==> src/rtl/seg_repeater_pkg.sv <==
package seg_repeater_pkg;
  localparam int NPORT     = 4;
  localparam int FUNC_W    = 5;
  localparam int NPAT      = 5;
  localparam int NSRC      = 4;
  localparam logic [FUNC_W-1:0] FN_ISOLATE  = 5'd0;
  localparam logic [FUNC_W-1:0] FN_DIR_LAST = 5'(NPAT * NSRC);
  localparam logic [FUNC_W-1:0] FN_BIDIR    = FN_DIR_LAST + 5'd1;

  typedef struct packed {
    logic [NPORT-1:0] sink;
    logic [1:0]       src;
    logic             bidir;
  } route_t;
endpackage

==> src/rtl/seg_route_decode.sv <==
module seg_route_decode
  import seg_repeater_pkg::*;
#(
  parameter bit BIDIR_EN = 1'b1
) (
  input  logic [FUNC_W-1:0] func_code,
  output route_t            route
);
  logic [FUNC_W-1:0] idx;
  logic [1:0]        s;
  logic [2:0]        pat;

  always_comb begin
    route = '0;
    idx   = func_code - 5'd1;
    s     = 2'(idx / 5'(NPAT));
    pat   = 3'(idx % 5'(NPAT));
    if (func_code != FN_ISOLATE && func_code <= FN_DIR_LAST) begin
      route.src = s;
      case (pat)
        3'd0: route.sink[s ^ 2'd2] = 1'b1;
        3'd1: route.sink[s ^ 2'd3] = 1'b1;
        3'd2: route.sink[s ^ 2'd1] = 1'b1;
        3'd3: begin
          route.sink[s ^ 2'd2] = 1'b1;
          route.sink[s ^ 2'd3] = 1'b1;
        end
        default: begin
          route.sink[s ^ 2'd2] = 1'b1;
          route.sink[s ^ 2'd1] = 1'b1;
        end
      endcase
    end else if (func_code == FN_BIDIR && BIDIR_EN) begin
      route.bidir = 1'b1;
    end
  end

  always_comb begin
    if (route.bidir) assert (route.sink == '0) else $error("AST_BIDIR_NO_SINK");
  end
endmodule

==> src/rtl/seg_port_drv.sv <==
module seg_port_drv
  import seg_repeater_pkg::*;
#(
  parameter int WIDTH = 8,
  parameter int PIDX  = 0
) (
  input  logic                        clk,
  input  logic                        rst,
  input  route_t                      route,
  input  logic [NPORT-1:0][WIDTH-1:0] in_d,
  input  logic [NPORT-1:0]            in_en,
  output logic [WIDTH-1:0]            q,
  output logic                        oe
);
  localparam logic [1:0] ME       = 2'(PIDX);
  localparam logic [1:0] PEER     = ME ^ 2'd2;
  localparam bit         IS_LOCAL = (ME[0] == 1'b0);

  logic       sel;
  logic [1:0] src;
  logic       nxt_oe;

  always_comb begin
    if (route.bidir) begin
      src = PEER;
      sel = IS_LOCAL && in_en[PEER] && !in_en[ME];
    end else begin
      src = route.src;
      sel = route.sink[ME];
    end
    nxt_oe = sel & in_en[src];
  end

  always_ff @(posedge clk) begin
    if (rst) begin
      q  <= '0;
      oe <= 1'b0;
    end else begin
      oe <= nxt_oe;
      q  <= nxt_oe ? in_d[src] : '0;
    end
  end

  AST_UNDRIVEN_ZERO: assert property (@(posedge clk) disable iff (rst) !oe |-> (q == '0));
endmodule

==> src/rtl/seg_repeater.sv <==
module seg_repeater
  import seg_repeater_pkg::*;
#(
  parameter int WIDTH    = 8,
  parameter bit BIDIR_EN = 1'b1
) (
  input  logic              clk,
  input  logic              rst,
  input  logic [FUNC_W-1:0] func_code,
  input  logic [WIDTH-1:0]  a_loc_d,
  input  logic              a_loc_en,
  input  logic [WIDTH-1:0]  a_exp_d,
  input  logic              a_exp_en,
  input  logic [WIDTH-1:0]  b_loc_d,
  input  logic              b_loc_en,
  input  logic [WIDTH-1:0]  b_exp_d,
  input  logic              b_exp_en,
  output logic [WIDTH-1:0]  a_loc_q,
  output logic              a_loc_oe,
  output logic [WIDTH-1:0]  a_exp_q,
  output logic              a_exp_oe,
  output logic [WIDTH-1:0]  b_loc_q,
  output logic              b_loc_oe,
  output logic [WIDTH-1:0]  b_exp_q,
  output logic              b_exp_oe,
  output logic              link_clash
);
  logic [NPORT-1:0][WIDTH-1:0] in_d;
  logic [NPORT-1:0]            in_en;
  logic [NPORT-1:0][WIDTH-1:0] out_q;
  logic [NPORT-1:0]            out_oe;
  route_t                      route;
  logic                        clash_q;

  assign in_d  = {b_exp_d, b_loc_d, a_exp_d, a_loc_d};
  assign in_en = {b_exp_en, b_loc_en, a_exp_en, a_loc_en};

  seg_route_decode #(.BIDIR_EN(BIDIR_EN)) u_decode (
    .func_code (func_code),
    .route     (route)
  );

  for (genvar p = 0; p < NPORT; p++) begin : g_port
    seg_port_drv #(.WIDTH(WIDTH), .PIDX(p)) u_drv (
      .clk   (clk),
      .rst   (rst),
      .route (route),
      .in_d  (in_d),
      .in_en (in_en),
      .q     (out_q[p]),
      .oe    (out_oe[p])
    );
  end

  always_ff @(posedge clk) begin
    if (rst) clash_q <= 1'b0;
    else     clash_q <= route.bidir & in_en[0] & in_en[2];
  end

  assign a_loc_q    = out_q[0];
  assign a_loc_oe   = out_oe[0];
  assign a_exp_q    = out_q[1];
  assign a_exp_oe   = out_oe[1];
  assign b_loc_q    = out_q[2];
  assign b_loc_oe   = out_oe[2];
  assign b_exp_q    = out_q[3];
  assign b_exp_oe   = out_oe[3];
  assign link_clash = clash_q;

  AST_ISOLATE_QUIET: assert property (@(posedge clk) disable iff (rst)
    (func_code == FN_ISOLATE) |=> (out_oe == '0));
  AST_SRC_NOT_SINK: assert property (@(posedge clk) disable iff (rst)
    (func_code != FN_ISOLATE && func_code <= FN_DIR_LAST)
    |=> !out_oe[2'(($past(func_code) - 5'd1) / 5'd5)]);
  AST_FLOAT_SRC: assert property (@(posedge clk) disable iff (rst)
    (func_code != FN_ISOLATE && func_code <= FN_DIR_LAST
     && !in_en[2'((func_code - 5'd1) / 5'd5)]) |=> (out_oe == '0));
  AST_CLASH_NO_DRIVE: assert property (@(posedge clk) disable iff (rst)
    clash_q |-> (!out_oe[0] && !out_oe[2]));
  AST_BIDIR_EXP_QUIET: assert property (@(posedge clk) disable iff (rst)
    (func_code == FN_BIDIR) |=> (!out_oe[1] && !out_oe[3]));
  AST_LOCAL_ONE_WAY: assert property (@(posedge clk) disable iff (rst)
    (func_code == FN_BIDIR) |=> $onehot0({out_oe[0], out_oe[2]}));
endmodule

==> config.mk <==
export PLATFORM = sky130hd
export DESIGN_NAME = seg_repeater
export DESIGN_NICKNAME = d
export VERILOG_FILES = /design/src/rtl/seg_repeater_pkg.sv /design/src/rtl/seg_route_decode.sv /design/src/rtl/seg_port_drv.sv /design/src/rtl/seg_repeater.sv
export SDC_FILE = /design/constraint.sdc
export NUM_CORES = 1
export LEC_CHECK = 0
export BUFFER_PORTS_ARGS = -buffer_cell sky130_fd_sc_hd__buf_2
export CORE_ASPECT_RATIO = 1.1
export CORE_MARGIN = 10
export CORE_UTILIZATION = 53
export DETAILED_ROUTE_END_ITERATION = 6
export PLACE_DENSITY = 0.89
export SLEW_MARGIN = 30
export SYNTH_ARGS = -nofsm -noshare
export SYNTH_HDL_FRONTEND = slang
export SYNTH_SLANG_ARGS = --single-unit
==> constraint.sdc <==
create_clock -name clk -period 5.7 [get_ports clk]
set_input_delay 0.285 -clock clk [delete_from_list [all_inputs] [get_ports clk]]
set_output_delay 0.285 -clock clk [all_outputs]
set_load 0.01 [all_outputs]
==> Yosys cells after proc, flatten, opt, wreduce, memory -nomap -nowiden <==
Index checks and enable logic that the tools add are counted.
Widths: inputs -> output; s select.
{ "word_totals": {"out_inout_bits": 37, "in_bits": 43, "regBits": 37, "word_cells": 90} }
{ "op_classes": {"mux": 34, "addsub": 1, "div_mod_pow": 2, "n_bitwise": 15, "order_cmp": 11, "n_eq_ne": 4, "n_reduce_logical": 14} }
{ "ops": {"columns": ["operator", "count"], "rows": [
  ["$bmux 8 s2", 4],
  ["$mux 8", 4],
  ["$lt 2x3->1 const B", 7],
  ["$pmux 4 s4", 1],
  ["$mux 1", 13],
  ["$bmux 1 s2", 4],
  ["$mux 2", 4],
  ["$or 4x4->4", 2],
  ["$reduce_or 2->1", 4],
  ["$and 1x1->1", 6],
  ["$demux 1 s2", 3],
  ["$eq 3x2->1 const B", 2],
  ["$ge 2x1->1 const B", 3],
  ["$logic_and 1x1->1", 6],
  ["$mux 6", 1],
  ["$not 1->1", 6],
  ["$div 5x3->5 const B", 1],
  ["$eq 5x5->1 const B", 1],
  ["$le 5x5->1 const B", 1],
  ["$mod 5x3->5 const B", 1],
  ["$reduce_bool 5->1", 1],
  ["$sub 5x1->5 const B", 1],
  ["$eq 3x1->1 const B", 1],
  ["$logic_not 3->1", 1],
  ["2 further kinds", 3]
]} }

==> Depth between registers and ports, before layout <==
{ "logic_depth": {"ltp_word": 16, "ltp_mapped": 23, "ltp_nobuf": 17} }

==> Cells and area by module <==
A second synthesis with hierarchy kept.
{ "hier_totals": {"cells_unflattened": 389, "hier_area_um2": 3535.9} }
{ "by_module_without_submodules": {"columns": ["mod", "area_each_um2", "cells_per_inst", "seq_area_each_um2", "n_inst"], "rows": [
  ["seg_route_decode", 849.6, 116, 0.0, 1],
  ["seg_port_drv at g_port[1].u_drv", 733.2, 72, 180.2, 1],
  ["seg_port_drv at g_port[3].u_drv", 664.4, 72, 180.2, 1],
  ["seg_port_drv at g_port[2].u_drv", 638.1, 63, 180.2, 1],
  ["seg_port_drv at g_port[0].u_drv", 620.6, 64, 180.2, 1],
  ["seg_repeater", 30.0, 2, 20.0, 1]
]} }

==> Worst setup path before layout <==
No wires, ideal clock.
{ "synth_path": {"kind": "in2reg", "from": "input port func_code[0]", "to": "register g_port[1].u_drv.q[0]", "setup_time_ns": 0.138, "slack_ns": 1.141, "n_path_buf": 5, "t_required_ns": 5.562, "arrival_time_ns": 4.421, "path_stages": 22, "cell_sequence": "clkbuf_1 -> inv_1 -> ha_1 -> buf_2 -> or3b_1 -> o21a_1 -> o211a_1 -> a31o_4 -> and2_1 -> buf_2 -> xnor2_1 -> ha_1 -> nand3b_1 -> a21oi_1 -> a2bb2oi_2 -> o31ai_1 -> a21o_1 -> buf_4 -> mux2_2 -> o21ai_4 -> buf_6 -> nor3_1"} }
{ "synth_between": {"elab_chain_cells": 14} }
{ "synth_rtl": {"columns": ["element", "line", "rtl"], "rows": [
  ["start: declaration", "seg_repeater.sv:9", "input logic [FUNC_W-1:0] func_code,"],
  ["$sub 5x1->5", "seg_route_decode.sv:15", "idx = func_code - 5'd1;"],
  ["$div 5x3->5", "seg_route_decode.sv:16", "s = 2'(idx / 5'(NPAT));"],
  ["$not 1->1 (no line) or $not 2->2 (tied branches)", null, null],
  ["$lt 2x3->1 (implied by the code), or another cell as far along", "seg_route_decode.sv:21, seg_route_decode.sv:25, seg_route_decode.sv:29", null],
  ["$logic_and 1x1->1, on equally long branches", null, null],
  ["$mux 1, on equally long branches", null, null],
  ["$demux 1 s2", null, null],
  ["$or 4x4->4 (no line)", null, null],
  ["$pmux 4 s4", "seg_route_decode.sv:20", "case (pat)"],
  ["$mux 6", "seg_route_decode.sv:18", "if (func_code != FN_ISOLATE && func_code <= FN_DIR_LAST) begin"],
  ["$mux 1", "seg_port_drv.sv:24", "if (route.bidir) begin"],
  ["$and 1x1->1", "seg_port_drv.sv:31", "nxt_oe = sel & in_en[src];"],
  ["$not 1->1 (no line)", null, null],
  ["$reduce_or 2->1 (no line)", null, null],
  ["end signal: assignment", "seg_port_drv.sv:40", "q <= nxt_oe ? in_d[src] : '0;"],
  ["end: declaration", "seg_port_drv.sv:12", "output logic [WIDTH-1:0] q,"]
]} }
Parallel ways exist; a longest one is shown, timed or not. The select of a mux whose other input is x is not followed.
A chain may end at the register's enable or synchronous reset.

==> Worst setup path in the final report <==
{ "layout_path": {"from": "input port func_code[0]", "to": "register g_port[2].u_drv.q[6]"} }
{ "layout_between": {"elab_chain_cells": 14} }
{ "layout_rtl": {"columns": ["element", "line"], "rows": [
  ["$sub 5x1->5", "seg_route_decode.sv:15"],
  ["$div 5x3->5", "seg_route_decode.sv:16"],
  ["$not 1->1 (no line) or $not 2->2 (tied branches)", null],
  ["$lt 2x3->1 (implied by the code), or another cell as far along", "seg_route_decode.sv:21, seg_route_decode.sv:25, seg_route_decode.sv:29"],
  ["$logic_and 1x1->1, on equally long branches", null],
  ["$mux 1, on equally long branches", null],
  ["$demux 1 s2", null],
  ["$or 4x4->4 (no line)", null],
  ["$pmux 4 s4", "seg_route_decode.sv:20"],
  ["$mux 6", "seg_route_decode.sv:18"],
  ["$mux 1", "seg_port_drv.sv:24"],
  ["$and 1x1->1", "seg_port_drv.sv:31"],
  ["$not 1->1 (no line)", null],
  ["$reduce_or 2->1 (no line)", null],
  ["end signal: assignment", "seg_port_drv.sv:40"],
  ["end: declaration", "seg_port_drv.sv:12"]
]} }
Parallel ways exist; a longest one is shown, timed or not. The select of a mux whose other input is x is not followed.

==> summary.txt <==
Syn avg cell area: 8.51 um2
Number of antenna diodes: 0
DIE WIDTH: 89.0 um
Detail Route Antenna Nets: 0
Adder-Cell Fraction of Synth Area: 2.71%
PwrDens: 271 mW/mm2
Commonest cells after routing, fill and taps aside: buf_2, nand3_1, dfxtp_1, o21ai_0, nand2_1
Hold crit path type: in2reg
Post-Syn Instances: 326
Synth Area in Compound Gates: 27.1%
Status: complete, no violations
CP Depth: 19
Min Hold Slack: 0.233 ns
Period utilization: 89.9%
Grt total ovfl: 0
Worst Setup EP: g_port[2].u_drv.q[6]$_SDFF_PP0_
Layout area overhead: 17.0%
Vias/cell: 6.77
Minimum clock period: 5.13 ns
Buf/Inv on CP: 3
Family with the most delay on the worst path: compound AO/OA/AOI/OAI gates
Area of placed instances: 0.00312 mm2
GRT met3 Usage: 4.06%
Max stage delay cell, worst path: nor4_1
Clock root cell: clkbuf_8
Synth Area in Simple Gates: 29.4%
Synthesized flop and latch total: 37
Worst-Margin Slew: 0.853 ns
Drt initial violations: 269
Final hold violation count: 0
Syn Std Cell Area: 0.00278 mm2
Initial antenna violation count: 0
Slowest cell delay on critical path: 0.42 ns
Lkg Pwr: 1.41 nW
Boundary Pins: 80
GR peak layer: met2
Initial Utilization: 55.1%
IO Port Bufs: 79
Core Rows: 27
Peak VDD IR: 0.113 mV
# DRC: 0
Final Max Slew Viols: 0
Max-cap viol count: 0
CTS tree: yes
Final Util: 64.5%
Htree depth: 2
Synth Flop Type: dfxtp_1
Routability cong.: 0.963
Total power: 880 uW
First-pass GRT wire length: 13.9 mm
Clock Path Buffers: 2
Tot GR Track Use: 20.2%
Crit path capture type: flop
Async S/R FF share, synth: 0%
M2 GR Usage: 36.2%
DR pass1 iterations: 5
DP HPWL: 6.73 mm
Critical path origin: func_code[0]
Critical path launch point type: primary input
WL final: 8.97 mm
Top cells by area, synth: dfxtp_1, nand3_1, o21ai_0
Layout cells sized above 1: 32.7%
Worst-path clk slew: 0.07 ns
Post-synthesis cell type count: 68
Postcts setup bufs: 0
Synth area leader: dfxtp_1
Post-synthesis mux area share: 6.90%
Crit path arrival time: 5.27 ns
WL/cell: 19.8 um
Crit path cell chain: buf_2 -> inv_1 -> ha_1 -> or3b_1 -> o21a_1 -> o211a_1 -> a31o_4 -> and2_1 -> xnor2_1 -> ha_1 -> nand3b_1 -> a21oi_1 -> a2bb2oi_2 -> o31a_1 -> buf_4 -> nand3_1 -> nand3_1 -> nand2_2 -> nor4_1
Crit Path Category: in2reg
Met1 usage: 22.0%
RSZ-0062 raised after global routing: false
Leading cell type in the layout, fill and taps excluded: buf_2
Die height: 95.9 um
NumNets Final: 442
Setup TNS: 0 ns
Total CTS buffers: 5
F_max: 195 MHz
Post-CTS Resized: 0
Post-Synth XOR/XNOR Area: 0.947%
Core area: 0.00503 mm2
Synthesis Warnings: 0
Main combinational cell family by area after synthesis: simple AND/OR/NAND/NOR gates
Die Area: 0.00853 mm2
Pin count of the biggest net entering global routing: 20
Syn nets: 375
Via count: 3062
Sequential element share of the synthesized area: 26.7%
WP data required: 5.85 ns
Post-route cell area: 0.00325 mm2
CTS Sinks: 37
CP Max Fanout: 18
Share of the synthesized area in the top cell type: 26.7%
Final setup vio count: 0
CTS Hold Buffers Added: 0
Rel. slew slack: 42.8%
Post-synth EDFFs: 0
Vias in the first global route: 2917
registers in the layout, summed over array words and instances, names as in the netlist:
signal / cells
g_port.u_drv.oe: 4
link_clash: 1
g_port.u_drv.q: 32
per-layer routing:
layer	part of all wire [%]	vias up
met2	49	214
met3	9.8	43
met5	0	-
li1	-	1392
met1	37	1413
met4	4.4	0
cell families (layout without fill, tap and decap cells):
| logic type | Yosys count | in the layout |
|---|---|---|
| multiplexers | 18 | 18 |
| adder cells (fa/ha/maj) | 6 | 6 |
| AND/OR/NAND/NOR | 146 | 146 |
| buffers and inverters | 29 | 97 |
| XOR/XNOR | 3 | 3 |
| AO/OA/AOI/OAI | 87 | 87 |
| flip-flops | 37 | 37 |
worst min-delay path by stage:
stage / from / endpoint / slack (ns) / depth (start not counted)
final: rst / link_clash$_SDFF_PP0_ / 0.23 / 2
after global routing: rst / link_clash$_SDFF_PP0_ / 0.23 / 2
after floorplan: rst / link_clash$_SDFF_PP0_ / 0.36 / 1
after global placement: rst / link_clash$_SDFF_PP0_ / 0.53 / 2
after detailed placement: rst / link_clash$_SDFF_PP0_ / 0.52 / 2
after CTS: rst / link_clash$_SDFF_PP0_ / 0.23 / 2
synth_stat cells, types with 2 or more instances:
cell type and number:
o21ai_0 28, xnor2_1 2, nand4b_1 2, nand2b_1 2
nor4_1 9, nor3_2 3, o21ai_4 2, a31oi_1 5
buf_2 9, a31oi_2 2, ha_1 6, o31ai_1 2
o21ai_1 3, nor3_1 18, nand2_2 2, nor2b_1 2
or3b_1 2, clkbuf_1 5, and3_1 15, o211ai_1 4
dfxtp_1 37, nand2_1 19, o41ai_2 2, or3_1 2
nand3_1 43, a2111oi_1 8, nor2_1 15, mux2_2 9
o31a_1 2, nand3b_1 2, buf_6 5, mux2i_1 9
o31ai_2 2, a21oi_1 4, a32oi_1 2, o21a_1 3
buf_4 4, inv_1 5
layout make-up:
cell class / count / area [um2]
Multi-Input combinational cell: 260 / 1870
Fill cell: 426 / 1790
Sequential cell: 37 / 741
Timing Repair Buffer: 83 / 425
Clock buffer: 7 / 86.3
Tap cell: 58 / 72.6
Clock inverter: 1 / 30.0
Inverter: 6 / 22.5
per-stage QoR:
stage                     instances  worst slack [ns]
after global routing            452             0.278
after global placement          444             0.616
after detailed placement        444             0.394
after floorplan                 326              1.14
after CTS                       452             0.630
final                           452             0.574
power by group:
group          leakage [nW]  internal (mW)  switching [mW]
clock                0.0585          0.143          0.0858
combinational          1.06          0.133           0.239
sequential            0.300          0.276         0.00349
No activity file was read; power rests on OpenSTA's default activity.
